`src/rtl/mpcfg_pkg.sv`:
```
package mpcfg_pkg;

  typedef enum logic [1:0] {
    SP_GLOBAL,
    SP_LOCAL,
    SP_OTHER,
    SP_NONE
  } space_e;

  typedef enum logic [3:0] {
    RG_NONE,
    RG_CFG,
    RG_SELF,
    RG_REV,
    RG_L2,
    RG_WB0,
    RG_WB1,
    RG_WS0,
    RG_WS1,
    RG_VCFG,
    RG_VSEL,
    RG_VRB
  } reg_e;

  typedef struct packed {
    space_e space;
    reg_e   rg;
  } dec_t;

  localparam logic [31:0] RB_MSK   = 32'hFFFF_F000;
  localparam logic [31:0] RB_RST   = 32'hBFC0_0000;
  localparam logic [31:0] WIN_MSK  = 32'hFFFE_0001;
  localparam logic [31:0] WADR_MSK = 32'hFFFE_0000;
  localparam logic [31:0] SELF_MSK = 32'hFFFF_8000;
  localparam logic [31:0] L2_VAL   = 32'h0010_0000;

endpackage

```
`src/rtl/mpcfg_decode.sv`:
```
module mpcfg_decode
  import mpcfg_pkg::*;
(
  input  logic [15:0] addr,
  output dec_t        dec
);
  logic [12:0] off;
  assign off = addr[12:0];

  always_comb begin
    dec.space = SP_NONE;
    dec.rg    = RG_NONE;
    unique case (addr[15:13])
      3'd0: begin
        if (off[12:8] == 5'd0) begin
          dec.space = SP_GLOBAL;
          case (off[7:0])
            8'h00:   dec.rg = RG_CFG;
            8'h08:   dec.rg = RG_SELF;
            8'h30:   dec.rg = RG_REV;
            8'h40:   dec.rg = RG_L2;
            8'h80:   dec.rg = RG_WB0;
            8'h88:   dec.rg = RG_WB1;
            8'hD0:   dec.rg = RG_WS0;
            8'hF0:   dec.rg = RG_WS1;
            default: dec.rg = RG_NONE;
          endcase
        end
      end
      3'd1, 3'd2: begin
        dec.space = (addr[15:13] == 3'd1) ? SP_LOCAL : SP_OTHER;
        case (off)
          13'h010: dec.rg = RG_VCFG;
          13'h018: dec.rg = RG_VSEL;
          13'h020: dec.rg = RG_VRB;
          default: dec.rg = RG_NONE;
        endcase
      end
      default: ;
    endcase
  end
endmodule

```
`src/rtl/mpcfg_vp_bank.sv`:
```
module mpcfg_vp_bank
  import mpcfg_pkg::*;
#(
  parameter int NUM_VP = 1,
  parameter int VP_IDW = 1,
  parameter int SEL_W  = 8,
  parameter int XW     = 64
) (
  input  logic                       clk,
  input  logic                       rst_n,
  input  logic                       acc_valid,
  input  logic                       acc_write,
  input  dec_t                       dec,
  input  logic [VP_IDW-1:0]          req_vp,
  input  logic [31:0]                wdata,
  output logic [31:0]                rd_data,
  output logic [NUM_VP-1:0][XW-1:0]  exc_base
);
  logic [VP_IDW-1:0] sel_q [NUM_VP];
  logic [31:0]       rb_q  [NUM_VP];

  logic              req_ok;
  logic              in_win;
  logic              sel_ok;
  logic [VP_IDW-1:0] req_idx;
  logic [VP_IDW-1:0] tgt;
  logic              wr_en;

  assign req_ok  = 32'(req_vp) < 32'(NUM_VP);
  assign req_idx = req_ok ? req_vp : '0;
  assign in_win  = req_ok && (dec.space == SP_LOCAL || dec.space == SP_OTHER);
  assign tgt     = (dec.space == SP_OTHER) ? sel_q[req_idx] : req_idx;
  assign sel_ok  = 32'(wdata[SEL_W-1:0]) < 32'(NUM_VP);
  assign wr_en   = acc_valid && acc_write && in_win;

  for (genvar g = 0; g < NUM_VP; g++) begin : g_vp
    always_ff @(posedge clk) begin
      if (!rst_n) begin
        sel_q[g] <= '0;
        rb_q[g]  <= RB_RST & RB_MSK;
      end else if (wr_en && tgt == VP_IDW'(g)) begin
        if (dec.rg == RG_VSEL && sel_ok) sel_q[g] <= wdata[VP_IDW-1:0];
        if (dec.rg == RG_VRB)            rb_q[g]  <= wdata & RB_MSK;
      end
    end

    assign exc_base[g] = {{(XW-32){rb_q[g][31]}}, rb_q[g]};


    sel_in_range_chk: assert property (@(posedge clk) disable iff (!rst_n)
      32'(sel_q[g]) < 32'(NUM_VP));


    bad_sel_keep_chk: assert property (@(posedge clk) disable iff (!rst_n)
      (wr_en && dec.rg == RG_VSEL && !sel_ok) |=> $stable(sel_q[g]));


    exc_sign_chk: assert property (@(posedge clk) disable iff (!rst_n)
      exc_base[g][XW-1:32] == {(XW-32){exc_base[g][31]}});
  end

  always_comb begin
    rd_data = '0;
    if (in_win) begin
      case (dec.rg)
        RG_VCFG: rd_data = 32'(NUM_VP - 1);
        RG_VSEL: rd_data = 32'(sel_q[tgt]);
        RG_VRB:  rd_data = rb_q[tgt];
        default: rd_data = '0;
      endcase
    end
  end
endmodule

```
`src/rtl/mpcfg_win_reg.sv`:
```
module mpcfg_win_reg
  import mpcfg_pkg::*;
(
  input  logic        clk,
  input  logic        rst_n,
  input  logic        we,
  input  logic        present,
  input  logic [31:0] wdata,
  output logic [31:0] q,
  output logic [31:0] base,
  output logic        en
);
  always_ff @(posedge clk) begin
    if (!rst_n)            q <= '0;
    else if (we && present) q <= wdata & WIN_MSK;
  end

  assign base = q & WADR_MSK;
  assign en   = q[0];


  absent_hold_chk: assert property (@(posedge clk) disable iff (!rst_n)
    !present |=> $stable(q));
endmodule

```
`src/rtl/mpcfg_regs.sv`:
```
module mpcfg_regs
  import mpcfg_pkg::*;
#(
  parameter int          NUM_VP   = 1,
  parameter int          VP_IDW   = (NUM_VP > 1) ? $clog2(NUM_VP) : 1,
  parameter int          SEL_W    = 8,
  parameter int          XW       = 64,
  parameter logic [31:0] REVISION = 32'h0000_0800,
  parameter logic [31:0] SELF_RST = 32'h1FBF_8000
) (
  input  logic                      clk,
  input  logic                      rst_n,
  input  logic                      req_valid,
  input  logic                      req_write,
  input  logic [15:0]               req_addr,
  input  logic [31:0]               req_wdata,
  input  logic [VP_IDW-1:0]         req_vp,
  input  logic [1:0]                present,
  output logic                      rsp_valid,
  output logic [31:0]               rsp_rdata,
  output logic [31:0]               win0_base,
  output logic                      win0_en,
  output logic [31:0]               win1_base,
  output logic                      win1_en,
  output logic [31:0]               self_base_shr,
  output logic [NUM_VP-1:0][XW-1:0] exc_base
);
  localparam int NWIN = 2;

  dec_t        dec;
  logic [31:0] bank_rd;
  logic [31:0] self_q;
  logic [31:0] glob_rd;
  logic        wr;
  logic [31:0] win_q    [NWIN];
  logic [31:0] win_base [NWIN];
  logic        win_en   [NWIN];

  assign wr = req_valid && req_write;

  mpcfg_decode u_dec (
    .addr (req_addr),
    .dec  (dec)
  );

  mpcfg_vp_bank #(
    .NUM_VP (NUM_VP),
    .VP_IDW (VP_IDW),
    .SEL_W  (SEL_W),
    .XW     (XW)
  ) u_bank (
    .clk       (clk),
    .rst_n     (rst_n),
    .acc_valid (req_valid),
    .acc_write (req_write),
    .dec       (dec),
    .req_vp    (req_vp),
    .wdata     (req_wdata),
    .rd_data   (bank_rd),
    .exc_base  (exc_base)
  );

  for (genvar w = 0; w < NWIN; w++) begin : g_win
    localparam reg_e MYREG = (w == 0) ? RG_WB0 : RG_WB1;
    mpcfg_win_reg u_win (
      .clk     (clk),
      .rst_n   (rst_n),
      .we      (wr && dec.rg == MYREG),
      .present (present[w]),
      .wdata   (req_wdata),
      .q       (win_q[w]),
      .base    (win_base[w]),
      .en      (win_en[w])
    );
  end

  assign win0_base = win_base[0];
  assign win0_en   = win_en[0];
  assign win1_base = win_base[1];
  assign win1_en   = win_en[1];

  always_ff @(posedge clk) begin
    if (!rst_n)                    self_q <= SELF_RST & SELF_MSK;
    else if (wr && dec.rg == RG_SELF) self_q <= req_wdata & SELF_MSK;
  end
  assign self_base_shr = self_q >> 4;

  always_comb begin
    case (dec.rg)
      RG_SELF: glob_rd = self_q;
      RG_REV:  glob_rd = REVISION;
      RG_L2:   glob_rd = L2_VAL;
      RG_WB0:  glob_rd = win_q[0];
      RG_WB1:  glob_rd = win_q[1];
      RG_WS0:  glob_rd = 32'(present[0]);
      RG_WS1:  glob_rd = 32'(present[1]);
      default: glob_rd = '0;
    endcase
  end

  always_ff @(posedge clk) begin
    if (!rst_n) begin
      rsp_valid <= 1'b0;
      rsp_rdata <= '0;
    end else begin
      rsp_valid <= req_valid && !req_write;
      rsp_rdata <= (req_valid && !req_write) ? (glob_rd | bank_rd) : '0;
    end
  end


  rsp_after_read_chk: assert property (@(posedge clk) disable iff (!rst_n)
    (req_valid && !req_write) |=> rsp_valid);


  no_rsp_chk: assert property (@(posedge clk) disable iff (!rst_n)
    !(req_valid && !req_write) |=> !rsp_valid);


  self_hold_chk: assert property (@(posedge clk) disable iff (!rst_n)
    !wr |=> $stable(self_base_shr));
endmodule

```
`config.mk`:
```
export PLATFORM = sky130hd
export DESIGN_NAME = mpcfg_regs
export DESIGN_NICKNAME = d
export VERILOG_FILES = /design/src/rtl/mpcfg_pkg.sv /design/src/rtl/mpcfg_decode.sv /design/src/rtl/mpcfg_vp_bank.sv /design/src/rtl/mpcfg_win_reg.sv /design/src/rtl/mpcfg_regs.sv
export SDC_FILE = /design/constraint.sdc
export NUM_CORES = 1
export LEC_CHECK = 0
export BUFFER_PORTS_ARGS = -buffer_cell sky130_fd_sc_hd__buf_4
export CAP_MARGIN = 30
export CORE_MARGIN = 2
export CORE_UTILIZATION = 28
export DETAILED_ROUTE_END_ITERATION = 10
export PLACE_DENSITY = 0.66
export SLEW_MARGIN = 20
export SYNTH_ARGS = -nofsm -noshare
export SYNTH_HDL_FRONTEND = slang
export SYNTH_SLANG_ARGS = --single-unit
export TNS_END_PERCENT = 10
```
`constraint.sdc`:
```
create_clock -name clk -period 3.48 [get_ports clk]
set_input_delay 0.348 -clock clk [delete_from_list [all_inputs] [get_ports clk]]
set_output_delay 0.348 -clock clk [all_outputs]
set_load 0.01 [all_outputs]
```
* Word-level counts from Yosys, hierarchy flattened
Memories as Yosys holds them, arrays and structs flattened.
Cells that the tools add are included.
** Storage, ports and cells
- Register bits :: 82
- Memory bits (writable) :: 21
- Output and inout port bits :: 195
- Logic and storage cells :: 77
- Memories kept :: 2
** Memories
- u_bank.rb_q :: words 1, width 20, read ports 2, clocked after Yosys merged registers in 0, write ports 1, RTL line mpcfg_vp_bank.sv:20 : logic [31:0] rb_q [NUM_VP];
- u_bank.sel_q :: words 1, width 1, read ports 2, clocked after Yosys merged registers in 0, write ports 1, RTL line mpcfg_vp_bank.sv:19 : logic [VP_IDW-1:0] sel_q [NUM_VP];
** Cells by class
- $lt $le $gt $ge :: 2
- Equal/unequal tests :: 23
- Muxes and demuxes :: 23
- Bitwise gates (word level) :: 2
- Reductions and logical operators :: 20
** Operators by type and width (count)
- $pmux W32 S7 :: 1
- $pmux W32 S2 :: 1
- $eq A8 B8 Y1 const B :: 4
- $mux W32 :: 1
- $or A32 B32 Y32 :: 1
- $pmux W4 S8 :: 1
- $eq A13 B5 Y1 const B :: 2
- $mux W20 :: 1
- $reduce_or A20 Y1 :: 1
- $eq A4 B3 Y1 const B :: 4
- $mux W1 :: 14
- $eq A13 B6 Y1 const B :: 1
- $eq A4 B4 Y1 const B :: 3
- $pmux W4 S3 :: 1
- $pmux W6 S2 :: 1
- $logic_and A1 B1 Y1 :: 11
- $eq A4 B2 Y1 const B :: 2
- $eq A8 B4 Y1 const B :: 1
- $eq A8 B6 Y1 const B :: 1
- $eq A8 B7 Y1 const B :: 1
- $logic_not A8 Y1 :: 1
- $lt A8 B1 Y1 const B :: 1
- $mux W6 :: 1
- $logic_not A5 Y1 :: 1
- 13 further kinds :: 13

* Logic depth before layout (Yosys ltp)
- Depth in word-level cells :: 14
- Gate-level depth with buffers :: 13

* Hierarchy
Synthesis repeated with hierarchy kept, for this count alone.
** Unflattened totals
- Cell total of the unflattened synthesis :: 671
- Area total of the unflattened synthesis :: 6283.5 µm²
** Modules (own cells, without submodules)
- mpcfg_regs :: instances 1, cells each 240, area each 2474.9 µm², sequential area each 1001.0 µm²
- mpcfg_win_reg :: instances 2, cells each 123, area each 1039.7 µm², sequential area each 320.3 µm²
- mpcfg_vp_bank :: instances 1, cells each 139, area each 1437.6 µm², sequential area each 630.6 µm²
- mpcfg_decode :: instances 1, cells each 46, area each 291.5 µm², sequential area each 0.0 µm²

* Worst setup path after synthesis
No wires, ideal clock.
- Path type :: input -> register
- From :: input req_addr[8]
- To :: memory u_bank.rb_q[0][0] (netlist name) (enable)
- Library setup time :: 0.377 ns
- Data arrival time :: 2.618 ns
- Required time :: 3.103 ns
- Path slack :: 0.485 ns
- Cell stages on the path :: 10
- Buffers on the path :: 1
- Path through :: or4_1 -> nor2_1 -> nor2_1 -> nor3_1 -> ha_1 -> nor4b_1 -> and3_1 -> buf_2 -> nand2_1 -> nand2_1
** On the way
- Cells in the longest elaborated chain, start to end :: 13
- Elaborated cells between the ends (all ways) :: 22
- Those cells by class :: 6 x eq/ne; 9 x mux; 1 x bitwise; 6 x reduce/logical
** Ends and longest elaborated chain
- start, declared :: RTL line mpcfg_regs.sv:15 : input logic [15:0] req_addr,
- branches (longest 2 deep; another with $eq A13 B6 Y1)
- $pmux W6 S2 (*) :: RTL line mpcfg_decode.sv:13 : unique case (addr[15:13])
- $eq A2 B1 Y1 or $eq A2 B2 Y1 (tied branches) :: RTL line mpcfg_vp_bank.sv:31, mpcfg_vp_bank.sv:32
- $logic_or A1 B1 Y1 :: RTL line mpcfg_vp_bank.sv:31 : assign in_win = req_ok && (dec.space == SP_LOCAL || dec.space == SP_OTHER);
- $logic_and A1 B1 Y1 :: RTL line mpcfg_vp_bank.sv:31
- $logic_and A1 B1 Y1 :: RTL line mpcfg_vp_bank.sv:34 : assign wr_en = acc_valid && acc_write && in_win;
- $logic_and A1 B1 Y1 :: RTL line mpcfg_vp_bank.sv:41 : end else if (wr_en && tgt == VP_IDW'(g)) begin
- $mux W1 (*) :: RTL line mpcfg_vp_bank.sv:41
- $mux W1 (*) :: RTL line mpcfg_vp_bank.sv:38 : if (!rst_n) begin
- $mux W1 (implied by the code) (*) :: RTL line mpcfg_vp_bank.sv:43 : if (dec.rg == RG_VRB) rb_q[g] <= wdata & RB_MSK;
- $reduce_or A20 Y1 (no source line)
- $mux W1 (no source line) (*)
- end, declared :: RTL line mpcfg_vp_bank.sv:20
Every way passes the cells marked *.

* Final worst setup path
- From :: input req_addr[8]
- To :: memory u_bank.rb_q[0][19] (netlist name) (data pin)
** On the way
- Cells in the longest elaborated chain, start to end :: 13
- Elaborated cells between the ends (all ways) :: 22
- Those cells by class :: 6 x eq/ne; 9 x mux; 1 x bitwise; 6 x reduce/logical
** Ends and longest elaborated chain (RTL line)
- branches (longest 2 deep; another with $eq A13 B6 Y1)
- $pmux W6 S2 (*) :: mpcfg_decode.sv:13
- $eq A2 B1 Y1 or $eq A2 B2 Y1 (tied branches) :: mpcfg_vp_bank.sv:31, mpcfg_vp_bank.sv:32
- $logic_or A1 B1 Y1 :: mpcfg_vp_bank.sv:31
- $logic_and A1 B1 Y1 :: mpcfg_vp_bank.sv:31
- $logic_and A1 B1 Y1 :: mpcfg_vp_bank.sv:34
- $logic_and A1 B1 Y1 :: mpcfg_vp_bank.sv:41
- $mux W1 (*) :: mpcfg_vp_bank.sv:41
- $mux W1 (*) :: mpcfg_vp_bank.sv:38
- $mux W1 (implied by the code) (*) :: mpcfg_vp_bank.sv:43
- $reduce_or A20 Y1 (no source line) (*)
- $mux W20 (no source line) (*)
Marks and branches as above.

==> run metrics <==
critical path arrival 2.84 ns; Core ar. 0.0172 mm²; cts bufs inserted 9; clk slew on worst S/H paths 0.07 ns; Mapped Cells 489; Internal Power 1.75 mW; layout cells sized above 1 34.5%; Total Nets Final 689; GR met2 Demand/Resource 23.1%; Pwr Density 366 mW/mm²; Synth async-reset ratio 0%; DRC viols 0; synth cell count leaders buf_4 (104), dfxtp_1 (72), mux2i_1 (49); kind of critical path in -> reg; post-CTS resize count 0; Main synth FF type dfxtp_1; post-synthesis register bit count 93; Tmin final 2.74 ns; # setup viols final 0; Leak 2.79 nW; CTS tree built; Hold Path Cell Cnt 3; GRT Resource Usage Total 14.7%; Post-Route Setup TNS 0 ns; Final Hold Fails 0; fmax 366 MHz; grt ovf 0; full die area 0.0186 mm²; DR iter-0 viols 115; Max VDD drop 0.000197 V; routability cong. 0.777; status completed; Synth Area in Compound Gates 10.6%; die width 136 µm; Worst Reg-to-Reg Cells 4; vias in the first global route 3541; mux cell area share after synthesis 10.2%; Synth Warn # 0; vias post-DR 3832; final std cells w/o fill 863; NetSw 0.560 mW; largest family of logic cells by synthesized area buffers and inverters; Final Skew 0.00828 ns; syn avg cell area 10.0 µm²; port buffer count 174; routed len/inst 15.9 µm; number of synthesized flops with an enable pin 21; worst slew margin relative to its limit 56.9%; sequential-to-total area share from yosys stat 42.2%; combinational share of power 8.6%; Switching Share 24.3%; Worst-Margin Slew 0.641 ns; worst min-delay path category in -> reg; initial antenna violation count 0; Vias/cell 4.44; hold buffer count at CTS 0; Synth Area in Simple Gates 17.3%; RSZ-0062 raised after global routing no; number of diodes 0; Post-Synth XOR/XNOR Area 0.331%; # fillers 1782; clock buffer depth 2; clk_lat worst skew 0.35 ns; top cells by area, synth dfxtp_1 (29%), buf_4 (16%), edfxtp_1 (13%); most frequent cell after synthesis buf_4; first-pass GRT wire length 20500 µm; antenna violation net count after detailed routing 0; First-pass DRT Iterations 4; Cell Area, Synth 0.00491 mm²; setup bufs post-CTS 0; final period utilization 78.6%; CP required 3.58 ns; met3 track demand over resource 3.09%; Post-Route WL 13700 µm; M1 GR Usage 20.3%; post-synth cell types 54; area occupied by multi-input gates 0.00217 mm²; gr busiest metal met2; Synth top area share 29.4%; Post-DP HPWL 10100 µm; adder-cell share of the synthesized area 0.255%; FF+latch area 0.00207 mm²; Placed Cells 846; Starting Density 28.5%; Yosys top cell by area dfxtp_1; Root Buffer clkbuf_16; CP Max Fanout 8; Flop pwr share 48.3%; die height 136 µm; Max Cap Violations 0; I/O pins 250; Slew Limit Fails 0; clk sink count 93; crit end category flop; Clock power frac 43.1%; # H-tree levels 3; synthesis-to-finish area growth 28.2%; Core Rows 48; Setup crit start kind input port; largest net degree at the start of global routing 53
flip-flops by register name (all words and copies together), names as in the netlist:
name	count
rsp_valid	1
self_q	17
u_bank.sel_q	1
rsp_rdata	22
u_bank.rb_q	20
g_win.u_win.q	32
power by group through the flow:
stage          registers (mW)  logic, mW  clock network, mW
3_5_place_dp             1.14      0.195                  0
6_report                 1.11      0.198              0.994
4_1_cts                  1.12      0.196               1.02
2_1_floorplan            1.14      0.168                  0
3_3_place_gp             1.14      0.195                  0
5_1_grt                  1.11      0.221               1.06
logic make-up (layout without fill, tap and decap cells):
logic type      after synthesis  in the layout
xor+xnor                      1              1
flops                        93             93
other cells                   1             72
fa+ha+maj                     1              1
compound gates               72             72
simple gates                139            139
mux                          50             50
buf+inv                     132            210
cells in the final DEF (no fill, tap or decap), drive strengths merged, types with 2 or more instances in the layout:
master / instances
a21oi: 8
a22oi: 29
and2: 14
and3: 5
and4: 2
buf: 192
clkbuf: 11
clkinv: 2
conb: 72
dfxtp: 72
edfxtp: 21
inv: 5
mux2i: 49
nand2: 24
nand2b: 10
nand3: 2
nand3b: 2
nand4: 6
nor2: 8
nor2b: 37
nor3: 6
nor3b: 3
nor4: 5
nor4b: 4
o211ai: 3
o21ai: 20
o31ai: 2
or4: 5
worst paths after layout:
check,start,to,slack [ns]
max,req_addr[8],u_bank.rb_q[0][19],0.74
min,req_wdata[15],self_q[15],0.23
max reg2reg,u_bank.sel_q[0],u_bank.rb_q[0][19],2.00
min reg2reg,self_q[23],self_q[23],0.51
layout make-up:
| cell class | instances | share of cell area (%) |
|---|---|---|
| Clock inverter | 5 | 0.616 |
| Inverter | 2 | 0.119 |
| Sequential cell | 93 | 32.9 |
| Tap cell | 225 | 4.47 |
| Timing Repair Buffer | 192 | 23.2 |
| Multi-Input combinational cell | 335 | 34.5 |
| Clock buffer | 11 | 4.19 |
critical path, cell delays in order:
cell	delay, ns
buf_4	0.11
or4_1	0.50
nor2_1	0.14
nor2_1	0.05
nor3_1	0.14
ha_1	0.26
nor4b_1	0.33
and3_1	0.43
and3_1	0.28
buf_4	0.18
nand2b_1	0.06
per-layer routing:
metal / routed length (µm) / part of all wire [%]
met1: 6320 / 46
met2: 6320 / 46
met3: 882 / 6.4
met4: 163 / 1.2
met5: 0 / 0
stage by stage:
step                      power [mW]  hold slack, ns  cell area (µm²)  util (%)  setup slack [ns]
final                           2.31           0.230             6290      36.5             0.744
after global routing            2.40           0.232             6290      36.5             0.542
after CTS                       2.33           0.216             6280      36.4             0.749
after detailed placement        1.34           0.500             5980      34.7             0.384
after global placement          1.33           0.487             5980      34.7             0.345
after floorplan                 1.31           0.476             5180         -             0.485
Note: power is estimated with default switching activity, not from simulation.
